<file path="config.mk">
export PLATFORM = sky130hd
export DESIGN_NAME = pdm_core
export DESIGN_NICKNAME = d
export VERILOG_FILES = /design/src/rtl/pdm_core.sv
export SDC_FILE = /design/constraint.sdc
export NUM_CORES = 1
export LEC_CHECK = 0
export BUFFER_PORTS_ARGS = -buffer_cell sky130_fd_sc_hd__buf_2
export CORE_ASPECT_RATIO = 1.75
export CORE_MARGIN = 2
export CORE_UTILIZATION = 40
export DETAILED_ROUTE_END_ITERATION = 10
export PLACE_DENSITY_LB_ADDON = 0.1
export REMOVE_ABC_BUFFERS = 1
export SKIP_CTS_REPAIR_TIMING = 1
export SYNTH_ARGS = -nofsm -noshare
export SYNTH_HDL_FRONTEND = slang
export SYNTH_SLANG_ARGS = --single-unit
</file>
<file path="constraint.sdc">
create_clock -name clk -period 14.7 [get_ports clk]
set_input_delay 4.41 -clock clk [delete_from_list [all_inputs] [get_ports clk]]
set_output_delay 4.41 -clock clk [all_outputs]
set_load 0.05 [all_outputs]
</file>
<file path="src/rtl/pdm_core.sv">
module pdm_core #(
  parameter int W = 8
) (
  input  logic         clk,
  input  logic         rst,
  input  logic         en,
  input  logic [W-1:0] level,
  input  logic [W-1:0] modulus,
  output logic         pulse_out
);

  localparam int AW = W + 1;

  logic [AW-1:0] acc_q;
  logic [AW-1:0] acc_d;
  logic [AW-1:0] lvl_x;
  logic [AW-1:0] mod_x;
  logic          fire;

  assign lvl_x = {1'b0, level};
  assign mod_x = {1'b0, modulus};
  assign fire  = (acc_q >= mod_x);
  assign acc_d = (fire ? acc_q - mod_x : acc_q) + lvl_x;

  always_ff @(posedge clk) begin
    if (rst) begin
      acc_q     <= '0;
      pulse_out <= 1'b0;
    end else if (en) begin
      acc_q     <= acc_d;
      pulse_out <= fire;
    end
  end

  // reset has priority over enable
  assert_reset_clear_R1: assert property (@(posedge clk)
    rst |=> (acc_q == '0) && !pulse_out);

  assert_fire_high_R2: assert property (@(posedge clk) disable iff (rst)
    (en && acc_q >= mod_x) |=> pulse_out);

  assert_fire_low_R3: assert property (@(posedge clk) disable iff (rst)
    (en && acc_q < mod_x) |=> !pulse_out);

  assert_hold_R4: assert property (@(posedge clk) disable iff (rst)
    !en |=> $stable(acc_q) && $stable(pulse_out));

  assert_zero_level_R6: assert property (@(posedge clk) disable iff (rst)
    (en && level == '0 && acc_q < mod_x) |=> !pulse_out && (acc_q < {1'b0, $past(modulus)}));

  assert_full_level_R6: assert property (@(posedge clk) disable iff (rst)
    (en && level == modulus && acc_q >= mod_x) |=> pulse_out && (acc_q >= {1'b0, $past(modulus)}));

  assert_no_overflow_R8: assert property (@(posedge clk) disable iff (rst)
    (en && modulus != '0 && level <= modulus) |=> (acc_q >= {1'b0, $past(level)}));

endmodule

</file>
==> results of run 1 <==
## metrics by stage
| step | worst slack (ns) | instances |
|---|---|---|
| final | 6.81 | 185 |
| after floorplan | 6.92 | 135 |
| after global routing | 6.51 | 185 |
| after global placement | 6.62 | 181 |
| after CTS | 6.79 | 185 |
| after detailed placement | 6.55 | 181 |
## cell type report
type,instances,area (um^2)
well taps,27,33.8
repair buffers,19,95.1
inverters,13,48.8
clock buffers,4,55.1
fillers,284,1380
flip-flops and latches,10,200
multi-input cells,112,845
## synthesized netlist by cell type, types with 2 or more instances
| cell | n |
|---|---|
| o21a_1 | 5 |
| inv_1 | 13 |
| a211oi_1 | 3 |
| nand2_1 | 8 |
| xnor2_1 | 7 |
| nor2b_1 | 5 |
| nor2_1 | 14 |
| o21ai_1 | 8 |
| xor2_1 | 3 |
| o21ai_0 | 3 |
| dfxtp_1 | 10 |
| a21oi_1 | 9 |
| fa_1 | 2 |
| a21o_1 | 5 |
| a211o_1 | 2 |
| ha_1 | 16 |
| mux2i_1 | 6 |
| a21oi_2 | 2 |
| clkbuf_1 | 2 |
| mux2_2 | 2 |
## worst max-delay path, stage by stage
cell      delay, ns
buf_2          0.07
inv_1          0.03
ha_1           0.34
a21o_1         0.22
a211o_1        0.30
a21oi_2        0.54
mux2_2         0.43
inv_1          0.08
fa_1           0.20
nor2b_1        0.07
o31a_1         0.26
o211ai_1       0.16
nand3b_1       0.10
or3_1          0.31
a21boi_1       0.17
mux2_1         0.33
## power by group through the flow
| stage | clock network [uW] | registers [uW] | logic (uW) |
|---|---|---|---|
| floorplan | 0 | 44.0 | 158 |
| global placement | 0 | 44.4 | 196 |
| detailed placement | 0 | 44.3 | 199 |
| CTS | 36.4 | 43.8 | 200 |
| global route | 37.2 | 44.8 | 223 |
| finish | 35.5 | 43.6 | 196 |
## layer usage
layer	vias to the layer above	track usage (%)
met5	-	0
met3	4	2.21
met1	441	17.8
met4	0	8.08
li1	525	-
met2	20	32.7
## logic make-up after synthesis
logic type | after synthesis | share of synthesized area [%]
AOI/OAI and AO/OA | 43 | 25.1
and+or+nand+nor | 32 | 13.1
adders and majority gates | 18 | 21.7
buffers and inverters | 16 | 5.44
xor gates and xnor gates | 10 | 7.93
DFF | 10 | 18.1
muxes | 9 | 8.49
## worst min path at each step
stage	depth (start not counted)	endpoint	slack, ns
2_1_floorplan	2	acc_q[0]	0.46
3_3_place_gp	2	acc_q[0]	0.47
3_5_place_dp	2	pulse_out	0.47
4_1_cts	2	pulse_out	0.48
5_1_grt	2	pulse_out	0.52
6_report	2	pulse_out	0.48
## sequential cells by signal (all words and copies together) (netlist names)
signal     cells
acc_q          9
pulse_out      1
==> flow_summary.ini, run 1 <==
[die]
die_h_um = 73.5
die_x_um = 43.7
core-area_mm2 = 0.00266
io_pins = 20
start_util_pct = 41.6
rows = 25
dieArea_mm2 = 0.00321

[route]
via_per_inst = 5.35
wl_per_cell_um = 12.8
wirelength_met1_um = 908
vias = 990
met3_length_um = 71
wl_mm = 2.37
drcViolationCount = 0
highest_layer = met4
ant_nets = 0
drt_iter0_markers = 14
met2WireLength_mm = 1.36
drt_pass1_iterations = 4

[timing]
final.min_clock_period_ns = 7.89
fin_crit_sh_pct = 53.7
relSlewSlack_pct = 52.6
setup_viol = 0
drv_slew = 0
rsz0062_at_grt = no
clock_skew_ns = 0.000417
whs_ns = 0.482
fmax_ghz = 0.127
hold_viol_final = 0
final.setup.tns_ns = 0
tightest_slew_ns = 0.711

[grt]
first_global_vias = 995
grt_max_degree = 18
grt_pass1_wl_mm = 4.13
grt_usage_pct = 17.2
gr-total-overflow = 0
antenna_found_initial = 0

[cts]
cts_inserted_buffers = 3
clk_pin_slew_ns = 0.05
cts-root-buf = clkbuf_8
htreeDepth = 1
cts_tree = built
cts_buffer_depth = 2
clock-sinks = 10
insertion_delay_ns = 0.24

[min_path]
hp-start = pulse_out
min_path_type = flop to flop

[synthesis]
synth_cell_type_count = 33
synthCells = 138
ys_ff_latch = 10
yosys.area.top_type = dfxtp_1
syn_area_per_cell_um2 = 8.01
synth_top_area_share_pct = 18.1
synth_edf_count = 0
ys_async_sr_fraction_pct = 0
netlist_area_mm2 = 0.00110
synth_ff_type = dfxtp_1
synth.top_cells.by_area = dfxtp_1, ha_1, xnor2_1
seq_area_frac_synth_pct = 18.1
ys.warnings.count = 0

[power_and_ir_drop]
p_int_uw = 152
comb_power_share_pct = 71.2
pwr-share-clk_pct = 12.9
p_sw_share_pct = 44.5
power.density_mw_per_mm2 = 215
vdd_drop_max_mv = 0.125
p_leak_uw = 0.000650
p_total_uw = 275
switchingPower_uw = 122
seq_power_share_pct = 15.9

[place]
gp_congestion = 0.783
portBuffers = 19
detailed_place_hpwl_mm = 2.01
place_area_mm2 = 0.00122

[setup_path]
r2r_slack_ns = 10.75
path_class = input pin to flop
cp_max_fo = 17
crit_end = acc_q[8]
cp.arrival_ns = 8.02
cp.required_ns = 14.83
worst_setup_path_end_kind = flop
start_kind = input pin
crit_start = modulus[6]
reg2reg_depth = 14
r2r_start = acc_q[6]
reg2reg_to = acc_q[8]

[cells_and_area]
post-route-util_pct = 48.0
final_common_cell = buf_2
diodes = 0
syn_to_final_growth_pct = 15.6
final_cell_mix = buf_2, ha_1, nor2_1, inv_1, dfxtp_1
drive_gt1_share_pct = 17.1
fin_nets = 196
fin_area_mm2 = 0.00128

[status]
status = finished clean

[flow_run]
max_cap_violations = 0
Power figures use the tool's default switching activity.
==> inputs of run 2 (changes only) <==
==> constraint.sdc (replaced) <==
create_clock -name clk -period 6.79 [get_ports clk]
set_input_delay 2.037 -clock clk [delete_from_list [all_inputs] [get_ports clk]]
set_output_delay 2.037 -clock clk [all_outputs]
set_load 0.05 [all_outputs]
==> flow_summary.ini, run 2 (synthesis results as in run 1) <==
[status]
status = finished clean

[cells_and_area]
fin_area_mm2 = 0.00128
diodes = 0
largest_reg_flops = 9
final_cell_mix = buf_2, ha_1, nor2_1, inv_1, dfxtp_1
top_regs = acc_q: 9 flops, pulse_out: 1 flops
fin_nets = 197
nFillCells = 270
largest_register = acc_q
syn_to_final_growth_pct = 16.3
drive_gt1_share_pct = 17.6
final_common_cell = buf_2

[timing]
drv_slew = 0
fin_crit_sh_pct = 80.0
rsz0062_at_grt = no
final.min_clock_period_ns = 5.43
final.setup.tns_ns = 0
relSlewSlack_pct = 78.8
setup_viol = 0
fmax_ghz = 0.184
tightest_slew_ns = 0.315
hold_viol_final = 0
clock_skew_ns = 0.00169

[min_path]
hp-start = pulse_out
hold_depth = 2
hold_end = pulse_out
min_path_type = flop to flop

[power_and_ir_drop]
p_leak_uw = 0.000654
power.density_mw_per_mm2 = 470
vdd_drop_max_mv = 0.272

[cts]
cts_buffer_depth = 2
cts_inserted_buffers = 3
htreeDepth = 1
clock-sinks = 10
clk_pin_slew_ns = 0.05
cts-root-buf = clkbuf_8
insertion_delay_ns = 0.24
cts_tree = built

[die]
die_h_um = 73.5
core-area_mm2 = 0.00266
rows = 25
dieArea_mm2 = 0.00321
die_x_um = 43.7
start_util_pct = 41.6
io_pins = 20

[setup_path]
path_class = input pin to flop
worst_setup_path_end_kind = flop
reg2reg_to = acc_q[8]
cp.arrival_ns = 5.56
r2r_start = acc_q[6]
reg2reg_depth = 15
slowest_delay_ns = 0.36
path_common_cell = inv_1
start_kind = input pin
crit_chain = buf_2, inv_1, ha_1, a21o_1, a211o_1, a21oi_2, buf_4, mux2_2, inv_1, fa_1, nor2b_1, o31a_1, o211ai_1, nand3b_1, or3_1, a21boi_1, mux2_1
worst_path_max_delay_cell = mux2_2
cp_max_fo = 13
r2r_slack_ns = 2.94
cp.required_ns = 6.92

[route]
wl_per_cell_um = 12.9
vias = 991
ant_nets = 0
drt_iter0_markers = 18
drcViolationCount = 0
drt_pass1_iterations = 4
wl_mm = 2.40
via_per_inst = 5.33

[place]
detailed_place_hpwl_mm = 2.03
gp_congestion = 0.748
portBuffers = 19
place_area_mm2 = 0.00123

[grt]
gr-total-overflow = 0
grt_pass1_wl_mm = 4.06
first_global_vias = 973
grt_usage_pct = 17.3
antenna_found_initial = 0
grt_max_degree = 14

[flow_run]
max_cap_violations = 0
[run 2: changes by cell type in the layout (fill, tap and decap cells not counted)]
cell / previous run / this run
buf_4: 0 / 1
[run 2: final cells by class]
type,count,area [um^2],share of cell area (%)
Sequential cell,10,200,15.6
Tap cell,27,33.8,2.63
Multi-Input combinational cell,112,845,65.7
Inverter,13,48.8,3.80
Clock buffer,4,55.1,4.28
Timing Repair Buffer,20,103,7.98
[run 2: report_power, final]
| part | internal (uW) | leakage (uW) | total, uW | switching (uW) |
|---|---|---|---|---|
| clock network | 51.1 | 0.0000288 | 75.4 | 24.4 |
| logic | 205 | 0.000543 | 433 | 228 |
| registers | 79.0 | 0.0000827 | 94.7 | 15.7 |
[run 2: critical path, delay by kind of cell]
kind            cells  cell delay (ns)
fa+ha+maj           2             0.55
mux                 2             0.68
simple gates        3             0.49
compound gates      6             1.37
buf+inv             4             0.42
[run 2: metal layers]
metal	up-vias	GRT usage (%)	share of wire (%)
met2	18	30.7	52
met5	-	0	0
met1	435	18.3	41
met3	6	3.19	3.0
met4	0	10.1	3.4
li1	532	-	-
[run 2: worst max-delay path by stage]
| stage | start | depth (start not counted) | to | slack (ns) |
|---|---|---|---|---|
| final | modulus[6] | 17 | acc_q[8] | 1.36 |
| after global routing | modulus[6] | 17 | acc_q[8] | 1.07 |
| after CTS | modulus[6] | 17 | acc_q[8] | 1.39 |
| after detailed placement | modulus[6] | 17 | acc_q[8] | 1.16 |
| after global placement | modulus[6] | 17 | acc_q[8] | 1.21 |
| after floorplan | modulus[6] | 15 | acc_q[8] | 1.39 |
[run 2: stage by stage]
stage	hold WS [ns]	util, %	instances	setup slack, ns	power (uW)
after global placement	0.474	46.3	182	1.21	528
after detailed placement	0.491	46.3	182	1.16	533
final	0.490	48.3	186	1.36	604
after floorplan	0.460	-	135	1.39	437
after CTS	0.498	48.3	186	1.39	615
after global routing	0.517	48.3	186	1.07	671
